===== config.mk =====
export PLATFORM = sky130hd
export DESIGN_NAME = ucyc_len_gen
export DESIGN_NICKNAME = d
export VERILOG_FILES = /design/src/rtl/ucyc_len_pkg.sv /design/src/rtl/ucyc_period_table.sv /design/src/rtl/ucyc_tick_counter.sv /design/src/rtl/ucyc_cycle_fsm.sv /design/src/rtl/ucyc_len_gen.sv
export SDC_FILE = /design/constraint.sdc
export NUM_CORES = 1
export LEC_CHECK = 0
export BUFFER_PORTS_ARGS = -buffer_cell sky130_fd_sc_hd__buf_2
export CORE_MARGIN = 2
export CORE_UTILIZATION = 40
export CTS_CLUSTER_DIAMETER = 30
export CTS_CLUSTER_SIZE = 14
export DETAILED_ROUTE_END_ITERATION = 10
export PLACE_DENSITY_LB_ADDON = 0.25
export SLEW_MARGIN = 10
export SYNTH_ARGS = -nofsm -noshare
export SYNTH_HDL_FRONTEND = slang
export SYNTH_SLANG_ARGS = --single-unit

===== constraint.sdc =====
create_clock -name clk -period 3.35 [get_ports clk]
set_input_delay 0.335 -clock clk [delete_from_list [all_inputs] [get_ports clk]]
set_output_delay 0.335 -clock clk [all_outputs]
set_load 0.02 [all_outputs]

===== src/rtl/ucyc_len_pkg.sv =====
package ucyc_len_pkg;
    typedef enum logic [1:0] {
        ST_IDLE   = 2'd0,
        ST_COUNT  = 2'd1,
        ST_EXTEND = 2'd2
    } ucyc_state_e;
endpackage


===== src/rtl/ucyc_period_table.sv =====
module ucyc_period_table #(
    parameter int NCODE = 8,
    parameter int TW    = 4,
    localparam int AW   = $clog2(NCODE)
) (
    input  logic          clk,
    input  logic          wr_open,
    input  logic          we,
    input  logic [AW-1:0] waddr,
    input  logic [TW-1:0] wdata,
    input  logic [AW-1:0] raddr,
    output logic [TW-1:0] rdata
);
    localparam logic [TW-1:0] MIN_TICKS = TW'(2);

    logic [TW-1:0] ent [NCODE];
    logic [TW-1:0] wdata_c;

    // Entries shorter than two ticks would leave no room for the phase split.
    assign wdata_c = (wdata < MIN_TICKS) ? MIN_TICKS : wdata;

    for (genvar g = 0; g < NCODE; g++) begin : g_ent
        always_ff @(posedge clk) begin
            if (wr_open && we && (waddr == AW'(g))) begin
                ent[g] <= wdata_c;
            end
        end
    end

    assign rdata = ent[raddr];
endmodule


===== src/rtl/ucyc_tick_counter.sv =====
module ucyc_tick_counter #(
    parameter int W = 4
) (
    input  logic         clk,
    input  logic         rst_n,
    input  logic         restart,
    output logic [W-1:0] cnt
);
    always_ff @(posedge clk) begin
        if (!rst_n) begin
            cnt <= '0;
        end else if (restart) begin
            cnt <= W'(1);
        end else begin
            cnt <= cnt + W'(1);
        end
    end
endmodule


===== src/rtl/ucyc_cycle_fsm.sv =====
module ucyc_cycle_fsm
    import ucyc_len_pkg::*;
#(
    parameter int NCODE      = 8,
    parameter int TW         = 4,
    parameter int HALF_TICKS = 2,
    localparam int AW        = $clog2(NCODE)
) (
    input  logic          clk,
    input  logic          rst_n,
    input  logic          wait_req,
    input  logic          load,
    input  logic [AW-1:0] code,
    input  logic [TW-1:0] cnt,
    input  logic [TW-1:0] tab_rd,
    output logic [AW-1:0] tab_addr,
    output logic          restart,
    output logic          cyc_end,
    output logic          phase,
    output logic          busy,
    output logic [TW-1:0] per_q,
    output ucyc_state_e   st_q
);
    localparam logic [TW-1:0] UNIT = TW'(HALF_TICKS);

    ucyc_state_e   st_d;
    logic [AW-1:0] sel_q;
    logic [TW-1:0] unit_len;
    logic          at_bound;
    logic [TW:0]   half_up;

    assign unit_len = (st_q == ST_EXTEND) ? UNIT : per_q;
    assign at_bound = (cnt == unit_len);
    assign half_up  = ({1'b0, per_q} + (TW+1)'(1)) >> 1;

    // Next state and counter restart
    always_comb begin
        st_d    = st_q;
        restart = 1'b0;
        unique case (st_q)
            ST_IDLE: begin
                st_d    = ST_COUNT;
                restart = 1'b1;
            end
            ST_COUNT, ST_EXTEND: begin
                if (at_bound) begin
                    restart = 1'b1;
                    st_d    = wait_req ? ST_EXTEND : ST_COUNT;
                end
            end
            default: begin
                st_d    = ST_IDLE;
                restart = 1'b1;
            end
        endcase
    end

    // Outputs
    always_comb begin
        cyc_end  = (st_q != ST_IDLE) && at_bound && !wait_req;
        tab_addr = (cyc_end && load) ? code : sel_q;
        phase    = (st_q == ST_COUNT) && ({1'b0, cnt} <= half_up);
        busy     = (st_q == ST_EXTEND);
    end

    // State register
    always_ff @(posedge clk) begin
        if (!rst_n) begin
            st_q  <= ST_IDLE;
            sel_q <= '0;
            per_q <= TW'(2);
        end else begin
            st_q  <= st_d;
            sel_q <= tab_addr;
            if ((st_q == ST_IDLE) || cyc_end) begin
                per_q <= tab_rd;
            end
        end
    end
endmodule


===== src/rtl/ucyc_len_gen.sv =====
module ucyc_len_gen
    import ucyc_len_pkg::*;
#(
    parameter int NCODE      = 8,
    parameter int TW         = 4,
    parameter int HALF_TICKS = 2,
    localparam int AW        = $clog2(NCODE)
) (
    input  logic          clk,
    input  logic          rst_n,
    input  logic          cfg_we,
    input  logic [AW-1:0] cfg_addr,
    input  logic [TW-1:0] cfg_data,
    input  logic [AW-1:0] code,
    input  logic          load,
    input  logic          wait_req,
    output logic          cyc_end,
    output logic          phase,
    output logic          busy
);
    logic [TW-1:0] cnt_w;
    logic [TW-1:0] tab_rd_w;
    logic [AW-1:0] tab_addr_w;
    logic          restart_w;
    logic [TW-1:0] per_w;
    ucyc_state_e   st_w;

    ucyc_period_table #(.NCODE(NCODE), .TW(TW)) u_table (
        .clk     (clk),
        .wr_open (!rst_n),
        .we      (cfg_we),
        .waddr   (cfg_addr),
        .wdata   (cfg_data),
        .raddr   (tab_addr_w),
        .rdata   (tab_rd_w)
    );

    ucyc_tick_counter #(.W(TW)) u_cnt (
        .clk     (clk),
        .rst_n   (rst_n),
        .restart (restart_w),
        .cnt     (cnt_w)
    );

    ucyc_cycle_fsm #(.NCODE(NCODE), .TW(TW), .HALF_TICKS(HALF_TICKS)) u_fsm (
        .clk      (clk),
        .rst_n    (rst_n),
        .wait_req (wait_req),
        .load     (load),
        .code     (code),
        .cnt      (cnt_w),
        .tab_rd   (tab_rd_w),
        .tab_addr (tab_addr_w),
        .restart  (restart_w),
        .cyc_end  (cyc_end),
        .phase    (phase),
        .busy     (busy),
        .per_q    (per_w),
        .st_q     (st_w)
    );
endmodule


==> qor.yml <==
outcome:
  status: "complete, no violations"
placed_design:
  port_buffers: 17
  post-dp-hpwl_um: 3187
  place.gp.congestion: 0.7231
sta:
  tightest_slew_ps: 681.9
  setup_violations: 0
  finalSetupTns_ps: 0
  rsz0062_at_grt: "false"
  min_period_ps: 3020
  fin_crit_sh_pct: 90.15
  slew_headroom_pct: 54.19
  clock_skew_ps: 4.206
  clock.fmax_mhz: 331.1
  final-max-slew-violation-count: 0
  final-hold-violation-count: 0
synthesis:
  synth.avg_cell_area_um2: 12.74
  ys_seq_area_share_pct: 52.08
  yosys_most_used_dff: "edfxtp_1"
  synth-edff-count: 32
  syn_area_mm2: 0.002345
  ys.warnings.count: 0
  synthCells: 184
  synthArstFlopShare_pct: 0
  synthesis.nets: 209
  ys_types: 53
  ys_ff_latch: 45
global_route:
  grtUsageTotal_pct: 14.30
  grt_overflow: 0
  grt_max_degree: 15
  grt_pass1_vias: 1468
  antenna_found_initial: 0
  grt_pass1_wl_um: 6934
floorplanning:
  io_pins: 18
  start_util_pct: 42.07
  die_width_um: 80.56
  rows: 27
  die_h_um: 80.56
  core_area_mm2: 0.005574
  die-area_mm2: 0.006490
finish:
  drive_above_1_share_pct: 20.69
  layout.nets: 227
  diodes: 0
  fill_cells: 520
  syn_to_final_growth_pct: 9.071
routing:
  initialDrtViolationCount: 50
  vias: 1439
  wl_um: 4046
  drt-vias-per-instance: 5.233
  drt_pass1_iterations: 4
  wl_per_cell_um: 14.71
  drc: 0
  ant_nets: 0
cts:
  cts_resized: 0
  ctsRootBufferMaster: "clkbuf_8"
  postCtsSetupBuffers: 0
  cts_buffer_depth: 2
  cts_tree: "yes"
  cts.sinks: 45
  h-tree-depth: 2
  clk_pin_slew_worst_paths_ps: 80
  hold_buffers: 0
  cts_buffers: 5
  clock_latency_ps: 290
pwr:
  powerDensity_mw_per_mm2: 464.0
  power.total_mw: 1.187
  p_leak_nw: 0.9748
  ir_drop_mv: 0.1976
worst_setup_path:
  worstPathRequired_ps: 3520
  arrival_ps: 3190
  reg2reg_depth: 10
  crit_fanout: 12
  crit_chain: "inv_1 -> ha_1 -> or4_4 -> a32oi_4 -> nand3_4 -> buf_4 -> mux2i_1 -> a211oi_1 -> a211oi_1 -> o311ai_1"
  startpoint_type: "flop"
  worst_path_most_repeated_cell: "a211oi_1"
  slowest_delay_ps: 540
  endpoint_kind: "flop"
  cp_slowest_cell: "or4_4"
  crit_type: "flop to flop"
run:
  cap_violations: 0
worst_hold_path:
  holdCritPathClass: "primary input to flop"
  min_delay_path_depth: 1
routing by layer:
layer | track usage, % | vias to the layer above | part of all wire, % | routed length [µm]
li1 | - | 724 | - | -
met1 | 17.53 | 692 | 44 | 1795
met2 | 25.17 | 19 | 52 | 2114
met3 | 3.820 | 4 | 2.6 | 107
met4 | 3.051 | 0 | 0.69 | 28
met5 | 0 | - | 0 | 0
through the flow:
stage | util (%) | cells | area, µm² | setup WS, ps | hold slack, ps
global route | 45.88 | 275 | 2557 | 165.1 | 360.0
CTS | 45.88 | 275 | 2557 | 318.5 | 329.5
floorplan | - | 184 | 2345 | 539.3 | 498.4
global placement | 44.31 | 267 | 2470 | 362.3 | 540.5
detailed placement | 44.31 | 267 | 2470 | 324.5 | 551.4
finish | 45.88 | 275 | 2557 | 330.1 | 336.5
critical path, delay by kind of cell (launching register included):
kind | cells | cell delay [ps]
flops | 1 | 380
buf+inv | 2 | 290
mux | 1 | 430
fa+ha+maj | 1 | 270
compound gates | 4 | 850
simple gates | 2 | 670
layout by cell type (no fill, tap or decap), drive strengths merged, types with 4 or more instances in the layout:
| cell | netlist | layout |
|---|---|---|
| mux2 | 5 | 5 |
| ha | 10 | 10 |
| inv | 5 | 5 |
| a211oi | 5 | 5 |
| nand3 | 5 | 5 |
| clkbuf | 4 | 6 |
| o21ai | 4 | 4 |
| edfxtp | 32 | 32 |
| dfxtp | 13 | 13 |
| nand2 | 4 | 4 |
| nor2b | 5 | 5 |
| nor2 | 16 | 16 |
| mux2i | 18 | 18 |
| nand2b | 4 | 4 |
| a21oi | 5 | 5 |
| buf | 3 | 19 |
worst paths after layout:
kind | to | start | slack [ps]
hold / removal | u_table.ent[5][3] | cfg_data[3] | 340
hold reg to reg | u_fsm.st_q[0] | u_fsm.st_q[0] | 560
setup / recovery | u_fsm.per_q[1] | u_fsm.st_q[0] | 330
setup reg to reg | u_fsm.per_q[1] | u_fsm.st_q[0] | 330
flip-flops by register name (all words and copies together) (netlist names):
signal / count
u_table.ent: 32
u_cnt.cnt: 4
u_fsm.per_q: 4
u_fsm.sel_q: 3
u_fsm.st_q: 2
final cells by class:
class,count,area [µm²],share of cell area [%]
repair buffers,19,100.1,3.914
multi-input cells,126,1040,40.66
clock buffers,6,72.57,2.838
well taps,72,90.09,3.523
clock inverters,2,15.01,0.5871
flip-flops and latches,45,1221,47.75
inverters,5,18.77,0.7339
where the power goes:
| group | internal (mW) | switching, mW |
|---|---|---|
| combinational | 0.0997 | 0.110 |
| clock | 0.147 | 0.179 |
| sequential | 0.621 | 0.0304 |
cells in the mapped netlist (4+ instances only):
cell	count	area, µm²
nor2_1	16	60.06
ha_1	10	125.1
dfxtp_1	13	260.3
nand2b_1	4	25.02
nand3_1	4	20.02
o21ai_0	4	20.02
a211oi_1	5	37.54
mux2i_1	17	170.2
a21oi_1	5	25.02
inv_1	5	18.77
nand2_1	4	15.01
nor2b_1	5	31.28
edfxtp_1	32	960.9
kinds of logic (layout without fill, tap and decap cells):
| logic type | Yosys count | after routing | share of synthesized area [%] |
|---|---|---|---|
| simple gates | 52 | 52 | 13.07 |
| xor+xnor | 6 | 6 | 2.242 |
| fa+ha+maj | 10 | 10 | 5.336 |
| flops | 45 | 45 | 52.08 |
| compound gates | 33 | 33 | 10.83 |
| buf+inv | 13 | 32 | 3.575 |
| mux | 25 | 25 | 12.86 |
Note: power is estimated with default switching activity, not from simulation.
